==> src/rtl/cof_trace_pkg.sv <==
package cof_trace_pkg;

  typedef enum logic [2:0] {
    EV_NONE   = 3'd0,
    EV_IRQ    = 3'd1,
    EV_RTI    = 3'd2,
    EV_CALL   = 3'd3,
    EV_BRANCH = 3'd4,
    EV_JUMP   = 3'd5
  } ev_kind_e;

  localparam int CLS_IRQ  = 0;
  localparam int CLS_CALL = 1;
  localparam int CLS_NT   = 2;
  localparam int CLS_FWD  = 3;
  localparam int CLS_BWD  = 4;
  localparam int NUM_CLS  = 5;

  // Forward means strictly above the current program counter.
  function automatic logic is_forward(input logic [31:0] tgt, input logic [31:0] pc);
    return tgt > pc;
  endfunction

endpackage

==> src/rtl/cof_classify.sv <==
module cof_classify
  import cof_trace_pkg::*;
#(
  parameter int AW = 16
) (
  input  logic [NUM_CLS-1:0] class_en,
  input  logic               ev_valid,
  input  logic [2:0]         ev_kind,
  input  logic               ev_taken,
  input  logic [AW-1:0]      ev_pc,
  input  logic [AW-1:0]      ev_target,
  input  logic [AW-1:0]      ev_vector,
  output logic               hit,
  output logic [AW-1:0]      addr
);

  ev_kind_e kind;
  logic     fwd;
  logic     cls_hit;

  assign kind = ev_kind_e'(ev_kind);
  assign fwd  = is_forward(32'(ev_target), 32'(ev_pc));

  always_comb begin
    cls_hit = 1'b0;
    addr    = ev_target;
    unique case (kind)
      EV_IRQ: begin
        cls_hit = class_en[CLS_IRQ];
        addr    = ev_vector;
      end
      EV_RTI:  cls_hit = class_en[CLS_IRQ];
      EV_CALL: cls_hit = class_en[CLS_CALL];
      EV_BRANCH: begin
        if (!ev_taken)
          cls_hit = class_en[CLS_NT];
        else if (fwd)
          cls_hit = class_en[CLS_FWD];
        else
          cls_hit = class_en[CLS_BWD];
      end
      EV_JUMP:
        cls_hit = ev_taken ? class_en[CLS_FWD] : class_en[CLS_NT];
      default: cls_hit = 1'b0;
    endcase
  end

  assign hit = ev_valid && cls_hit;

endmodule

==> src/rtl/cof_ring.sv <==
module cof_ring #(
  parameter int AW    = 16,
  parameter int DEPTH = 8,
  localparam int PW   = $clog2(DEPTH),
  localparam int CW   = $clog2(DEPTH + 1)
) (
  input  logic          clk,
  input  logic          rst_n,
  input  logic          wr_en,
  input  logic [AW-1:0] wr_data,
  input  logic          rd_req,
  output logic [AW-1:0] rd_data,
  output logic          rd_valid,
  output logic          empty,
  output logic          full,
  output logic          overflow,
  output logic [PW-1:0] wr_ptr_o,
  output logic [PW-1:0] rd_ptr_o
);

  localparam logic [CW-1:0] FULL_CNT = CW'(DEPTH);

  logic [AW-1:0] mem [DEPTH];
  logic [PW-1:0] wr_ptr, rd_ptr;
  logic [CW-1:0] count;
  logic          do_rd, drop;

  assign empty    = (count == '0);
  assign full     = (count == FULL_CNT);
  assign do_rd    = rd_req && !empty;
  assign drop     = wr_en && full && !do_rd;
  assign wr_ptr_o = wr_ptr;
  assign rd_ptr_o = rd_ptr;

  always_ff @(posedge clk) begin
    if (wr_en) mem[wr_ptr] <= wr_data;
  end

  always_ff @(posedge clk) begin
    if (!rst_n) begin
      wr_ptr   <= '0;
      rd_ptr   <= '0;
      count    <= '0;
      overflow <= 1'b0;
      rd_valid <= 1'b0;
      rd_data  <= '0;
    end else begin
      rd_valid <= do_rd;
      if (do_rd) rd_data <= mem[rd_ptr];
      if (wr_en) wr_ptr <= wr_ptr + 1'b1;
      if (do_rd || drop) rd_ptr <= rd_ptr + 1'b1;
      if (wr_en && !do_rd && !full) count <= count + 1'b1;
      else if (do_rd && !wr_en)     count <= count - 1'b1;
      if (drop) overflow <= 1'b1;
    end
  end

endmodule

==> src/rtl/cof_trace_buffer.sv <==
module cof_trace_buffer
  import cof_trace_pkg::*;
#(
  parameter int AW    = 16,
  parameter int DEPTH = 8,
  localparam int PW   = $clog2(DEPTH)
) (
  input  logic               clk,
  input  logic               rst_n,
  input  logic [NUM_CLS-1:0] class_en,
  input  logic               ev_valid,
  input  logic [2:0]         ev_kind,
  input  logic               ev_taken,
  input  logic [AW-1:0]      ev_pc,
  input  logic [AW-1:0]      ev_target,
  input  logic [AW-1:0]      ev_vector,
  input  logic               rd_req,
  output logic [AW-1:0]      rd_data,
  output logic               rd_valid,
  output logic               buf_empty,
  output logic               buf_full,
  output logic               overflow
);

  logic          cap_hit;
  logic [AW-1:0] cap_addr;
  logic [PW-1:0] wr_ptr, rd_ptr;

  cof_classify #(.AW(AW)) u_classify (
    .class_en (class_en),
    .ev_valid (ev_valid),
    .ev_kind  (ev_kind),
    .ev_taken (ev_taken),
    .ev_pc    (ev_pc),
    .ev_target(ev_target),
    .ev_vector(ev_vector),
    .hit      (cap_hit),
    .addr     (cap_addr)
  );

  cof_ring #(.AW(AW), .DEPTH(DEPTH)) u_ring (
    .clk     (clk),
    .rst_n   (rst_n),
    .wr_en   (cap_hit),
    .wr_data (cap_addr),
    .rd_req  (rd_req),
    .rd_data (rd_data),
    .rd_valid(rd_valid),
    .empty   (buf_empty),
    .full    (buf_full),
    .overflow(overflow),
    .wr_ptr_o(wr_ptr),
    .rd_ptr_o(rd_ptr)
  );

endmodule

==> config.mk <==
export PLATFORM = sky130hd
export DESIGN_NAME = cof_trace_buffer
export DESIGN_NICKNAME = d
export VERILOG_FILES = /design/src/rtl/cof_trace_pkg.sv /design/src/rtl/cof_classify.sv /design/src/rtl/cof_ring.sv /design/src/rtl/cof_trace_buffer.sv
export SDC_FILE = /design/constraint.sdc
export NUM_CORES = 1
export LEC_CHECK = 0
export ABC_AREA = 1
export BUFFER_PORTS_ARGS = -buffer_cell sky130_fd_sc_hd__buf_2
export CORE_ASPECT_RATIO = 1.5
export CORE_MARGIN = 2
export CORE_UTILIZATION = 45
export DETAILED_ROUTE_END_ITERATION = 10
export PLACE_DENSITY = 0.75
export SYNTH_ARGS = -nofsm -noshare
export SYNTH_HDL_FRONTEND = slang
export SYNTH_SLANG_ARGS = --single-unit
==> constraint.sdc <==
create_clock -name clk -period 3.7 [get_ports clk]
set_input_delay 0 -clock clk [delete_from_list [all_inputs] [get_ports clk]]
set_output_delay 0 -clock clk [all_outputs]
set_load 0.01 [all_outputs]
# Yosys cells after proc, flatten, opt, wreduce, memory -nomap -nowiden
# Memory sizes are Yosys's and may differ from the RTL's. A register that Yosys moved wholly into a read port is not among the register bits.
# Cells that the tools add are included.
[word_totals]
ramBits = 128
n_memories = 1
reg_bits = 12
word_cells = 42
in_bits = 61
[memory_table]
columns = ["name", "depth", "word_bits", "read_ports", "rd_clocked_by_memory_dff", "write_ports", "line_no", "rtl"]
rows = [
  ["u_ring.mem", 8, 16, 1, 1, 1, "cof_ring.sv:23", "logic [AW-1:0] mem [DEPTH];"],
]
[classes]
eq_ne = 6
reduce_logical = 16
order_cmp = 1
addsub = 4
muxes = 9
[op_table]
columns = ["operator", "count"]
rows = [
  ["greater-than comparator 16 bit", 1],
  ["2-to-1 mux 16 bit", 1],
  ["2-to-1 mux 4 bit", 2],
  ["logical AND 1 bit", 7],
  ["adder 3 x 1 -> 3 bit (second input constant)", 2],
  ["equality test 3 x 2 -> 1 bit (second input constant)", 2],
  ["equality test 3 bit (second input constant)", 2],
  ["zero test 1 bit", 5],
  ["2-to-1 mux 1 bit", 5],
  ["adder 4 x 1 -> 4 bit (second input constant)", 1],
  ["equality test 4 bit (second input constant)", 1],
  ["zero test 4 bit", 1],
  ["case mux 1 bit (4 select lines)", 1],
  ["subtractor 4 x 1 -> 4 bit (second input constant)", 1],
  ["equality test 3 x 1 -> 1 bit (second input constant)", 1],
  ["nonzero test 2 bit", 1],
  ["OR reduction 2 bit", 1],
  ["logical OR 1 bit", 1],
]

# Longest topological paths before layout
# Gate-level depths: netlist (run 1).
[depth]
depth_word = 9
depth_mapped = 27

# Hierarchy
# A second synthesis (run 1) with hierarchy kept.
[hier_totals]
cells_unflattened = 717
hier_area_um2 = 7170.6
[by_module_without_submodules]
columns = ["module", "area_per_inst_um2", "n_inst", "cells_per_inst"]
rows = [
  ["cof_ring", 6399.9, 1, 604],
  ["cof_classify", 770.7, 1, 113],
]

# Least setup slack after synthesis (run 1)
# No wires, ideal clock.
[synth_timing]
path_type = "input port to flip-flop"
start = "input ev_pc[5]"
end = "memory u_ring.mem[1][0], enable pin"
path_stages = 17
setup_time_ns = 0.388
required_ns = 3.312
t_arrival_ns = 1.986
path_buffers = 0
setup_slack_ns = 1.325
cell_sequence = "inv_1 > ha_1 > a21oi_1 > nor2_1 > nor2_1 > nand2_1 > nand2_1 > nand2_1 > nand3_1 > nand3_1 > nand2_1 > nand2_2 > nand2_4 > nand2_4 > nor2_1 > inv_1 > nor2_1"
[synth_between]
elab_chain_cells = 7
[synth_lines]
columns = ["element", "line_no", "rtl"]
rows = [
  ["start, declared", "cof_trace_buffer.sv:14", "input logic [AW-1:0] ev_pc,"],
  ["greater-than comparator 16 bit", "cof_trace_pkg.sv:21", "return tgt > pc;"],
  ["2-to-1 mux 1 bit", "cof_classify.sv:37", "else if (fwd)"],
  ["2-to-1 mux 1 bit", "cof_classify.sv:35", "if (!ev_taken)"],
  ["case mux 1 bit (4 select lines)", "cof_classify.sv:27", "unique case (kind)"],
  ["logical AND 1 bit", "cof_classify.sv:48", "assign hit = ev_valid && cls_hit;"],
  ["2-to-1 mux 1 bit", "cof_ring.sv:36", "if (wr_en) mem[wr_ptr] <= wr_data;"],
  ["2-to-1 mux 1 bit (not written as such)", "cof_ring.sv:36", ""],
  ["end, declared", "cof_ring.sv:23", ""],
]
# Every way passes these cells.

# Final worst setup path (run 1)
[layout_timing]
start = "register u_ring.count[0]"
end = "register u_ring.count[3]"
[layout_between]
elab_chain_cells = 7
[layout_lines]
columns = ["element", "line_no", "rtl"]
rows = [
  ["start, declared", "cof_ring.sv:25", "logic [CW-1:0] count;"],
  ["start signal, assigned", "cof_ring.sv:52", "if (wr_en && !do_rd && !full) count <= count + 1'b1;"],
  ["start signal, assigned", "cof_ring.sv:53", "else if (do_rd && !wr_en) count <= count - 1'b1;"],
  ["branches (longest 7 deep; another with subtractor 4 x 1 -> 4 bit)", "--", ""],
]
# Parallel ways; which one is timed is not known. The select of a mux whose other input is x is not followed.
# A chain may end at the register's enable or synchronous reset.

==> results of run 1 <==
==> cell type report <==
| class | count | area, sq um |
|---|---|---|
| fillers | 1305 | 6883 |
| flip-flops and latches | 156 | 4405 |
| well taps | 199 | 249.0 |
| repair buffers | 106 | 610.6 |
| clock inverters | 14 | 135.1 |
| multi-input cells | 349 | 2132 |
| clock buffers | 17 | 425.4 |
| inverters | 43 | 161.4 |
==> cells by family after synthesis <==
logic type	Yosys count
AOI/OAI and AO/OA	120
xor gates and xnor gates	1
adders and majority gates	21
buffers and inverters	72
DFF	156
muxes	31
and+or+nand+nor	176
==> worst max-delay path, stage by stage (launching register included) <==
cell and delay, ns:
dfxtp_1 0.36, nor2_1 0.13, nand2_1 0.07, nor2_1 0.13
nor2_1 0.06, buf_4 0.24, nor2_1 0.19, nand3_2 0.17
ha_1 0.37, nand2_1 0.09, nand2_1 0.05, a31oi_1 0.21
inv_1 0.06, nand4_1 0.12, nand3_1 0.08, nand2_1 0.06
nor2_1 0.04
==> metal layers <==
layer	track usage (%)	part of all wire [%]	wire (um)	vias up
met5	0	0	0	-
met4	8.508	2.2	327	0
met3	3.393	4.9	744	29
met2	33.77	52	7794	162
met1	22.98	41	6237	2300
li1	-	-	-	2281
==> metrics by stage <==
stage                     power (mW)  utilization [%]  instances
final                          5.094            54.12        884
after global routing           5.356            54.12        884
after CTS                      5.115            54.12        884
after detailed placement       3.476            49.98        847
after global placement         3.417            49.98        847
after floorplan                3.096                -        577
==> power breakdown <==
| part | switching (mW) | total (mW) | internal, mW |
|---|---|---|---|
| clock network | 0.714 | 1.65 | 0.936 |
| logic | 0.811 | 1.31 | 0.496 |
| registers | 0.118 | 2.14 | 2.02 |
| total | 1.64 | 5.09 | 3.45 |
==> worst paths after layout <==
check	startpoint	to	slack [ns]
worst min register to register	u_ring.overflow	u_ring.overflow	0.46
worst max register to register	u_ring.count[0]	u_ring.count[3]	1.17
worst max-delay path	u_ring.count[0]	u_ring.count[3]	1.17
worst min-delay path	ev_vector[15]	u_ring.mem[1][15]	-0.004
==> synthesized netlist by cell type <==
library cell / count / area, sq um
nand3_2: 4 / 40.04
a21oi_1: 29 / 145.1
edfxtp_1: 128 / 3844
nand2_4: 4 / 45.04
nor2_1: 100 / 375.4
a21o_1: 1 / 7.510
buf_1: 3 / 11.26
o211ai_1: 16 / 120.1
nand2_2: 4 / 25.02
o21ai_0: 37 / 185.2
a22oi_1: 1 / 7.510
buf_6: 2 / 22.52
mux2i_1: 16 / 160.2
mux2_2: 15 / 168.9
buf_2: 6 / 30.03
a31oi_1: 1 / 6.260
nand4_1: 2 / 12.51
ha_1: 20 / 250.2
dfxtp_1: 28 / 560.5
inv_1: 40 / 150.1
clkbuf_1: 18 / 67.56
fa_1: 1 / 20.02
o221ai_1: 16 / 140.1
nor2_2: 1 / 6.260
xnor2_1: 1 / 8.760
nand2_1: 52 / 195.2
inv_2: 2 / 7.510
nand3_1: 8 / 40.04
o21bai_1: 2 / 15.01
o32ai_1: 16 / 140.1
clkinv_1: 1 / 3.750
o21a_1: 1 / 7.510
nor3_2: 1 / 10.01
==> flip-flops by register name, indices dropped and copies added, names as in the netlist <==
signal,flops
u_ring.rd_ptr_o,3
u_ring.rd_valid,1
u_ring.rd_data,16
u_ring.overflow,1
u_ring.wr_ptr_o,3
u_ring.count,4
u_ring.mem,128
==> repair_timing <==
action | 4_1_cts | 5_1_grt
setup endpoints to repair | 0 | 0
gates resized for setup | 0 | 0
hold buffers | 6 | 0
endpoints found under the hold margin | 29 | 0
==> qor.yml, run 1 <==
status: "finished, violations left"
failed_checks: "negative hold slack"
worstPathRequired_ns: 4.01
grt_first_pass_wirelength_mm: 23.98
antennaDiodeCount: 0
min_period_ns: 2.530
whs_ns: -0.004409
fp-row-count: 55
worst_setup_path_end_kind: "flop"
initial_core_util_pct: 45.52
ys_warn_count: 0
overflow: 0
synth_xor_area_share_pct: 0.1283
clock-sinks: 156
dp_hpwl_mm: 10.02
setup-tns-final_ns: 0
timing_hold_violations_final: 8
dieArea_sq_mm: 0.01620
hold_class: "in -> reg"
final_common_cell: "edfxtp_1"
ys_ff_latch: 156
final_cell_mix: "edfxtp_1 (128), nor2_1 (100), buf_2 (80), nand2_1 (52), inv_1 (39)"
cts_setup_buffers: 0
synthSimpleGateAreaFrac_pct: 10.97
cap_violations: 0
drtPass1Iterations: 5
max-slew-margin-rel_pct: 24.40
fin_nets: 755
portBuffers: 80
min_delay_path_depth: 2
synth.avg_cell_area_sq_um: 11.84
die_h_um: 154.9
grt_pass1_vias: 4804
antenna_found_initial: 0
fin_skew_ns: 0.008251
synthesis.area_sq_mm: 0.006829
drive_gt1_share_pct: 23.80
final_antenna_net_count: 0
crit_arrival_ns: 2.84
synth_cells: 577
routabilityCongestion: 0.8155
grtUsageTotal_pct: 19.17
insertion_delay_ns: 0.42
crit_type: "reg -> reg"
reg2reg_depth: 16
cts-buffers-inserted: 17
wl_mm: 15.10
route.detailed.drc: 0
drtIter0Drc: 349
pre_cts_slack_ns: 1.045
synth_compound_area_share_pct: 11.34
p_leak_nw: 3.103
slew_violations: 0
core_sq_mm: 0.01500
wl_per_cell_um: 17.09
worstPathMaxFanout: 20
synthMuxAreaShare_pct: 4.819
final_area_sq_mm: 0.008119
htree_levels: 4
cts_buffer_depth: 2
setup_violations: 0
fp.dieW_um: 104.6
synth_top_family_by_area: "compound AO/OA/AOI/OAI gates"
finalCritPeriodShare_pct: 68.38
cts_tree: "yes"
yosysSeqAreaShare_pct: 64.49
viasPerCell: 5.398
fmax_ghz: 0.3953
grt_max_degree: 67
power_density_mw_per_mm2: 627.4
synth_fa_ha_area_share_pct: 3.957
rsz0062_at_grt: "false"
final.setup.worst_slack_ns: 1.170
startpoint_type: "flop"
route.vias.total: 4772
worst_slew_pin_slew_ns: 1.133
cts-root-buf: "clkbuf_16"
area_growth_pct: 18.89
ir_drop_mv: 0.3250
cts.clk_slew.worst_paths_ns: 0.06
pin_count: 81
dpl-instance-area_sq_mm: 0.007498
synth_cell_types: 33
syn-num-nets: 659
No activity file was read; power rests on OpenSTA's default activity.
==> inputs of run 2 (changes only) <==
- PLACE_DENSITY: 0.75 -> 0.78
- clock period: 3.7 -> 2.3 ns (I/O delays scaled with it)
==> qor.yml, run 2 (same netlist as run 1, synthesis figures left out) <==
top_layer_used: "met4"
final_antenna_net_count: 0  # unchanged
grt_max_degree: 67  # unchanged
drtIter0Drc: 395  # +13%
largest_reg_flops: 128  # unchanged
drtPass1Iterations: 5  # unchanged
finalCritPeriodShare_pct: 92.33  # +24 points
grt_first_pass_wirelength_mm: 24.34  # +1.5%
power_frac_comb_pct: 27.6  # +1.9 points
dieArea_sq_mm: 0.01620  # unchanged
viasPerCell: 5.407  # +0.17%
crit_type: "reg -> reg"
fp-row-count: 55  # unchanged
regMostFlops: "u_ring.mem"
ir_drop_mv: 0.5413  # +67%
status: "finished, final reports clean"
worstPathRequired_ns: 2.61  # -1.40 ns
cts-buffers-inserted: 17  # unchanged
cap_violations: 0  # unchanged
overflow: 0  # unchanged
utilization_pct: 55.40  # +1.3 points
drive_gt1_share_pct: 25.86  # +2.1 points
area_growth_pct: 21.69
startpoint_type: "flop"
htree_levels: 4  # unchanged
timing_hold_violations_final: 0  # -8
cts-root-buf: "clkbuf_16"
core_sq_mm: 0.01500  # unchanged
worst_setup_path_end_kind: "flop"
cts_tree: "yes"
setup_violations: 0  # unchanged
wl_mm: 15.42  # +2.1%
initial_core_util_pct: 45.52  # unchanged
crit_arrival_ns: 2.43  # -0.41 ns
final_cell_mix: "edfxtp_1 (128), nor2_1 (97), buf_2 (80), nand2_1 (52), inv_1 (40)"
cts_buffer_depth: 2  # unchanged
min_period_ns: 2.124  # -0.4063 ns
fmax_ghz: 0.4709  # +19%
power.switching_mw: 2.660  # +62%
cts.clk_slew.worst_paths_ns: 0.06  # about the same
pin_count: 81  # unchanged
slew_violations: 0  # unchanged
portBuffers: 80  # unchanged
clockPowerShare_pct: 33.0  # +0.6 points
clock-sinks: 156  # unchanged
final_common_cell: "edfxtp_1"
power_density_mw_per_mm2: 1025  # +63%
wl_met3_um: 690  # -7.3%
p_leak_nw: 3.199  # +3.1%
route.detailed.drc: 0  # unchanged
m1WireLength_mm: 6.242  # about the same
wl_met2_mm: 8.006  # +2.7%
hold_class: "in -> reg"
antennaDiodeCount: 0  # unchanged
fp.dieW_um: 104.6  # unchanged
dp_hpwl_mm: 10.38  # +3.5%
grt_pass1_vias: 4833  # +0.60%
fin_nets: 770  # +2.0%
die_h_um: 154.9  # unchanged
reg_top3: "u_ring.mem (128), u_ring.rd_data (16), u_ring.count (4)"
routabilityCongestion: 0.8435  # +3.4%
worstPathMaxFanout: 5  # -75%
dp.cells: 862  # +1.8%
pwr-share-seq_pct: 39.4  # -2.5 points
layout.cells.non_filler: 899  # +1.7%
total_power_mw: 8.516  # +67%
switching_share_pct: 31.24  # -1.0 points
wl_per_cell_um: 17.16  # +0.41%
grtUsageTotal_pct: 19.51  # +0.35 points
antenna_found_initial: 0  # unchanged
rsz0062_at_grt: "true"
p_int_mw: 5.855  # +70%
max-slew-margin-rel_pct: 55.67  # +31 points
insertion_delay_ns: 0.42  # about the same
route.vias.total: 4861  # +1.9%
fin_skew_ns: 0.008012  # -0.0002387 ns
worst_slew_pin_slew_ns: 0.6650  # -0.4678 ns
run 2: stage by stage:
stage / setup WS [ns] / setup TNS (ns) / hold WS, ns / area [sq um]
final: 0.1763 / 0 / 0.005513 / 8310
after global routing: -0.02720 / -0.2658 / 0.01457 / 8310
after CTS: 0.05563 / 0 / 0.002539 / 8270
after detailed placement: -0.3193 / -15.37 / 0.3296 / 7614
after global placement: -0.1900 / -8.157 / 0.3180 / 7614
after floorplan: -0.07478 / -8.050 / 0.2046 / 6832
run 2: power groups by stage:
stage / sequential (mW) / clock (mW) / combinational (mW)
after floorplan: 3.44 / 0 / 1.54
after global placement: 3.40 / 0 / 2.15
after detailed placement: 3.41 / 0 / 2.26
after CTS: 3.35 / 2.84 / 2.28
after global routing: 3.38 / 2.95 / 2.62
final: 3.36 / 2.81 / 2.35
run 2: layer usage:
layer  vias to the layer above  GRT usage [%]
met5                         -              0
met3                        37          3.729
met2                       178          34.20
met4                         0          10.03
li1                       2300              -
met1                      2346          22.77
run 2: timing repair:
action / in CTS / in global routing
buffers inserted: 0 / 0
endpoints found under the setup margin: 0 / 4
hold endpoints to repair: 32 / 0
gates resized for setup: 0 / 6
hold buffers: 6 / 0
run 2: final timing paths:
path,from,endpoint,slack (ns),cells past startpoint
worst max-delay path,u_ring.count[0],u_ring.count[3],0.18,14
worst min-delay path,ev_vector[4],u_ring.mem[0][4],0.006,2
worst max register to register,u_ring.count[0],u_ring.count[3],0.18,14
worst min register to register,u_ring.rd_data[0],u_ring.rd_data[0],0.46,2
run 2: worst max-delay path, cell delays in order (launching register included):
cell and delay [ns]:
dfxtp_1 0.38, nor2_1 0.13, nand2_1 0.07, nor2_1 0.13, nor2_1 0.08, nor2_2 0.17
nand3_4 0.12, ha_4 0.31, nand2_1 0.05, nand2_1 0.10, a31oi_4 0.05, inv_1 0.07
nand4_1 0.11, a21oi_1 0.17, nor2_1 0.06
run 2: layout make-up:
| cell class | count | area (sq um) |
|---|---|---|
| clock inverter | 12 | 163.9 |
| timing repair buffer | 121 | 723.2 |
| tap | 199 | 249.0 |
| sequential | 156 | 4405 |
| inverter | 43 | 161.4 |
| clock buffer | 19 | 432.9 |
| multi-input combinational | 349 | 2175 |
| fill | 1272 | 6691 |
